===== src/rtl/cla_pkg.sv =====
package cla_pkg;
  localparam int unsigned DEF_WIDTH = 16;
  localparam int unsigned DEF_GRP_W = 4;
endpackage


===== src/rtl/cla_lookahead.sv =====
// Flat sum-of-products carry unit over N generate/propagate pairs
module cla_lookahead #(
  parameter int unsigned N = 4
) (
  input  logic [N-1:0] gen_i,
  input  logic [N-1:0] prop_i,
  input  logic         cin_i,
  output logic [N:0]   carry_o,
  output logic         blk_prop_o,
  output logic         blk_gen_o
);
  always_comb begin
    carry_o[0] = cin_i;
    for (int j = 1; j <= int'(N); j++) begin
      logic acc;
      logic term;
      acc = 1'b0;
      for (int k = 0; k < j; k++) begin
        term = gen_i[k];
        for (int m = k + 1; m < j; m++) term = term & prop_i[m];
        acc = acc | term;
      end
      term = cin_i;
      for (int m = 0; m < j; m++) term = term & prop_i[m];
      carry_o[j] = acc | term;
    end
  end

  always_comb begin
    logic acc;
    logic term;
    acc = 1'b0;
    for (int k = 0; k < int'(N); k++) begin
      term = gen_i[k];
      for (int m = k + 1; m < int'(N); m++) term = term & prop_i[m];
      acc = acc | term;
    end
    blk_gen_o  = acc;
    blk_prop_o = &prop_i;
  end
endmodule


===== src/rtl/cla_group.sv =====
// One slice: bit g/p, internal lookahead, sum bits, slice summary
module cla_group #(
  parameter int unsigned GRP_W = 4
) (
  input  logic [GRP_W-1:0] a_i,
  input  logic [GRP_W-1:0] b_i,
  input  logic             cin_i,
  output logic [GRP_W-1:0] sum_o,
  output logic             grp_prop_o,
  output logic             grp_gen_o,
  output logic             grp_cout_o
);
  logic [GRP_W-1:0] bit_gen;
  logic [GRP_W-1:0] bit_prop;
  logic [GRP_W:0]   bit_carry;

  assign bit_gen  = a_i & b_i;
  assign bit_prop = a_i | b_i;

  cla_lookahead #(.N(GRP_W)) u_la (
    .gen_i      (bit_gen),
    .prop_i     (bit_prop),
    .cin_i      (cin_i),
    .carry_o    (bit_carry),
    .blk_prop_o (grp_prop_o),
    .blk_gen_o  (grp_gen_o)
  );

  assign sum_o      = a_i ^ b_i ^ bit_carry[GRP_W-1:0];
  assign grp_cout_o = bit_carry[GRP_W];
endmodule


===== src/rtl/cla_adder16.sv =====
module cla_adder16 #(
  parameter int unsigned WIDTH = cla_pkg::DEF_WIDTH,
  parameter int unsigned GRP_W = cla_pkg::DEF_GRP_W
) (
  input  logic [WIDTH-1:0] a_i,
  input  logic [WIDTH-1:0] b_i,
  input  logic             carry_i,
  output logic [WIDTH-1:0] sum_o,
  output logic             carry_o
);
  localparam int unsigned N_GRP = WIDTH / GRP_W;

  logic [N_GRP-1:0] grp_prop;
  logic [N_GRP-1:0] grp_gen;
  logic [N_GRP-1:0] grp_cout;
  logic [N_GRP:0]   grp_carry;
  logic             top_prop;
  logic             top_gen;

  // second level: all slice carries in parallel
  cla_lookahead #(.N(N_GRP)) u_level2 (
    .gen_i      (grp_gen),
    .prop_i     (grp_prop),
    .cin_i      (carry_i),
    .carry_o    (grp_carry),
    .blk_prop_o (top_prop),
    .blk_gen_o  (top_gen)
  );

  for (genvar k = 0; k < int'(N_GRP); k++) begin : g_slice
    cla_group #(.GRP_W(GRP_W)) u_grp (
      .a_i        (a_i[k*GRP_W +: GRP_W]),
      .b_i        (b_i[k*GRP_W +: GRP_W]),
      .cin_i      (grp_carry[k]),
      .sum_o      (sum_o[k*GRP_W +: GRP_W]),
      .grp_prop_o (grp_prop[k]),
      .grp_gen_o  (grp_gen[k]),
      .grp_cout_o (grp_cout[k])
    );
  end

  assign carry_o = grp_carry[N_GRP];
endmodule


===== config.mk =====
export PLATFORM = sky130hd
export DESIGN_NAME = cla_adder16
export DESIGN_NICKNAME = d
export VERILOG_FILES = /design/src/rtl/cla_pkg.sv /design/src/rtl/cla_lookahead.sv /design/src/rtl/cla_group.sv /design/src/rtl/cla_adder16.sv
export SDC_FILE = /design/constraint.sdc
export NUM_CORES = 1
export LEC_CHECK = 0
export BUFFER_PORTS_ARGS = -buffer_cell sky130_fd_sc_hd__buf_2
export CAP_MARGIN = 20
export CORE_UTILIZATION = 35
export DETAILED_ROUTE_END_ITERATION = 10
export MAX_ROUTING_LAYER = met4
export SLEW_MARGIN = 0
export SYNTH_ARGS = -nofsm -noshare
export SYNTH_HDL_FRONTEND = slang
export SYNTH_SLANG_ARGS = --single-unit

===== constraint.sdc =====
create_clock -name vclk -period 2.1
set_input_delay 0 -clock vclk [all_inputs]
set_output_delay 0 -clock vclk [all_outputs]
set_load 0.02 [all_outputs]

* Yosys cells after proc, flatten, opt, wreduce, memory -nomap -nowiden
Cells that the tools add are included.
Widths: inputs -> output; s select.
** Storage, ports and cells
- Input bits :: 33
- Bits in registers :: 0
- Word-level logic and storage cells :: 112
- Output and inout port bits :: 17
** Operators by class
- Reductions and logical operators :: 4
- Bitwise gates (word level) :: 108
** Operator list (number)
- $and 1x1->1 :: 46
- $or 1x1->1 :: 46
- $xor 4x4->4 :: 8
- $and 4x4->4 :: 4
- $or 4x4->4 :: 4
- $reduce_and 4->1 :: 4

* Depth between registers and ports, before layout
- Depth in word-level cells :: 17
- Depth in mapped cells :: 9
- Gate-level depth less buffers :: 9

* By module
From an unflattened synthesis, not the netlist that was laid out.
** Unflattened totals
- Cells, all modules :: 151
- Area total of the unflattened synthesis :: 1058.5 sq um
** By module, submodules not included
- cla_group :: cells each 24, area an instance 180.2 sq um, times used 4
- cla_lookahead :: cells each 11, area an instance 67.6 sq um, times used 5

* Least setup slack after synthesis
No wires, ideal clock.
- Path kind :: input -> output
- Start :: in a_i[0]
- End :: out sum_o[9]
- Cell stages on the path :: 7
- Path slack :: 0.529 ns
- Data required time :: 2.100 ns
- Path buffers :: 0
- Data arrival time :: 1.571 ns
- Cells stage by stage :: ha_1 > nor2b_1 > o21ai_2 > a31oi_1 > or2_1 > fa_1 > xor2_1
** Between the ends
- Word-level cells in the longest chain between the ends :: 13
- Elaborated cells on any way between the ends :: 17
- Those cells by class :: bitwise (16); reduce/logical (1)
** Ends and longest elaborated chain
- start, declared :: line cla_adder16.sv:5 : input logic [WIDTH-1:0] a_i,
- $and 4x4->4 :: line cla_group.sv:17 : assign bit_gen = a_i & b_i;
- $and 1x1->1 (3 in series) :: line cla_lookahead.sv:35 : for (int m = k + 1; m < int'(N); m++) term = term & prop_i[m];
- $or 1x1->1 :: line cla_lookahead.sv:36 : acc = acc | term;
- $or 1x1->1 (2 in series)
- $and 1x1->1 :: line cla_lookahead.sv:20 : for (int m = k + 1; m < j; m++) term = term & prop_i[m];
- $or 1x1->1 :: line cla_lookahead.sv:21 : acc = acc | term;
- $or 1x1->1 * :: line cla_lookahead.sv:25 : carry_o[j] = acc | term;
- $and 1x1->1 *
- $or 1x1->1 * :: line cla_lookahead.sv:25
- $xor 4x4->4 * :: line cla_group.sv:29 : assign sum_o = a_i ^ b_i ^ bit_carry[GRP_W-1:0];
- end, declared :: line cla_adder16.sv:8 : output logic [WIDTH-1:0] sum_o,
Mark *: on every way between the ends. The rest lies on a longest branch, timed or not.

* Final worst setup path
- Start :: in a_i[7]
- End :: out sum_o[8]
** Between the ends
- Word-level cells in the longest chain between the ends :: 8
- Elaborated cells on any way between the ends :: 14
- Those cells by class :: bitwise (13); reduce/logical (1)
** Ends and longest elaborated chain
- $or 4x4->4 :: line cla_group.sv:18 : assign bit_prop = a_i | b_i;
- $and 1x1->1 :: line cla_lookahead.sv:35
- $or 1x1->1 :: line cla_lookahead.sv:36
- $or 1x1->1 (2 in series)
- $or 1x1->1 :: line cla_lookahead.sv:21
- $or 1x1->1 * :: line cla_lookahead.sv:25
- $xor 4x4->4 * :: line cla_group.sv:29
Marks and branches as above.

==> flow_summary.ini <==
[place]
place_area_um2 = 1430
dp_cells = 234
gp_congestion = 0.752
dp_hpwl_um = 2030
portBuffers = 50

[clock_tree]
ctsResizeCount = 0
postCtsSetupRepairBufs = 0
hold_buffers = 0

[sta]
fin_crit_ps = 1790
setup_tns_ps = 0
slew-limit-headroom_pct = 73.4
setup-violations-final = 0
fmax_mhz = 557
worst_pin_slew_ps = 395
timing.hold.ws_ps = 422
rsz0062_at_grt = no
fin_crit_sh_pct = 85.5
report.final.slew_viol_count = 0
timing.final.hold_violations = 0

[layout]
syn2layout_area_growth_pct = 27.3
n_fill_cell = 343
antenna_cells = 0
final_common_cell = buf_2
nNetsFinal = 261
regArea_um2 = 0
postLayoutCoreUtil_pct = 46.7
layout.clock_buffers = 0
layout_common_cells = buf_2, inv_1, ha_1
seq_cell_count = 0
drive_gt1_share_pct = 34.2
fin_cells = 234
stdcell_area_um2 = 1430

[route]
drt_iter0_markers = 19
route.vias.total = 1056
drc_errors = 0
ant_nets = 0
drtPass1Iterations = 4
routed_wl_um = 2120
avgViaCountPerCell = 4.51
drt-wirelength-per-cell_um = 9.08

[floorplanning]
start_util_pct = 36.7
die_w_um = 58.6
ioPinCount = 50
dieArea_um2 = 3430
core_area_um2 = 3050
row_count = 20
die_h_um = 58.6

[power]
combPwrFrac_pct = 100.0
leakagePower_uw = 0.000821
peakVddDrop_mv = 0.129
internal-power_uw = 170
clock_power_share_pct = 0
power_frac_seq_pct = 0
switching_power_uw = 251
switching_share_pct = 59.6
p_per_area_nw_per_um2 = 295

[worst_setup_path]
cp.arrival_ps = 1790
cp_slowest_cell = fa_1
crit_chain = buf_2 -> inv_1 -> ha_1 -> nor4_4 -> inv_1 -> a31oi_1 -> or2_1 -> fa_1 -> buf_2
endpoint_kind = primary output
slowest_delay_ps = 400
path_class = primary input to primary output
cp_max_fo = 3
cp-start-kind = primary input
required_ps = 2100

[global_route]
antenna_found_initial = 0
track_usage_pct = 13.2
grt_pass1_wl_um = 3670
grt_pass1_vias = 970
gr-total-overflow = 0
grt_max_degree = 6

[run_status]
outcome = completed

[flow_run]
maxCapViolations = 0

[hold_path]
hold_class = primary input to primary output

[yosys]
synth_warnings = 0
ys_seq_area_share_pct = 0
syn_inst = 140
synth_nets = 209
synth_area_per_cell_um2 = 8.00
netlist_area_um2 = 1120
synth.distinct_cells = 34
-- final timing paths --
path / start / end / slack (ps) / cells past startpoint
max: a_i[7] / sum_o[8] / 310 / 9
min: b_i[12] / sum_o[12] / 420 / 3
-- metal layers --
metal | share of wire [%] | up-vias | track usage (%) | routed length, µm
li1 | - | 542 | - | -
met1 | 42 | 481 | 15.1 | 885
met2 | 55 | 33 | 27.3 | 1160
met3 | 3.7 | 0 | 0 | 79
met4 | 0 | 0 | 0 | 0
met5 | 0 | - | - | 0
-- cell usage after synthesis, drive strengths merged (2+ instances only) --
master | count | area, µm²
a211oi | 2 | 20.0
o21ai | 3 | 22.5
o31ai | 2 | 20.0
nand2b | 2 | 15.0
nor2 | 11 | 43.8
nor4 | 3 | 48.8
nor2b | 6 | 37.5
xnor2 | 3 | 26.3
o21bai | 2 | 15.0
nor3b | 2 | 20.0
inv | 38 | 143
fa | 4 | 80.1
a21oi | 8 | 66.3
xor2 | 8 | 70.1
nand2 | 4 | 15.0
nand3 | 2 | 10.0
ha | 32 | 400
-- per-stage QoR --
step | total power [µW] | setup WS [ps]
global placement | 414 | 351
finish | 421 | 305
floorplan | 297 | 529
global route | 467 | 126
detailed placement | 427 | 291
CTS | 428 | 275
-- power by group through the flow --
stage / Clock (µW) / Combinational, µW / Sequential [µW]
final: 0 / 421 / 0
after global routing: 0 / 467 / 0
after CTS: 0 / 428 / 0
after detailed placement: 0 / 427 / 0
after global placement: 0 / 414 / 0
after floorplan: 0 / 297 / 0
-- final cells by class --
class                           count  area (µm²)  area share [%]
Inverter                           38         143            10.0
Timing Repair Buffer               50         250            17.6
Tap cell                           44        55.1            3.86
Multi-Input combinational cell    102         977            68.6
-- worst max-delay path: cells and delay by family --
kind	cells	cell delay, ps
and+or+nand+nor	2	530
adders and majority gates	2	650
buffers and inverters	4	390
AOI/OAI and AO/OA	1	220
-- cells by family (layout without fill, tap and decap cells) --
group,Yosys count,after routing,synth area share (%)
buffers and inverters,38,88,12.7
adder cells (fa/ha/maj),36,36,42.9
AND/OR/NAND/NOR,33,33,18.5
AO/OA/AOI/OAI,22,22,17.2
XOR/XNOR,11,11,8.60
Power figures use the tool's default switching activity.
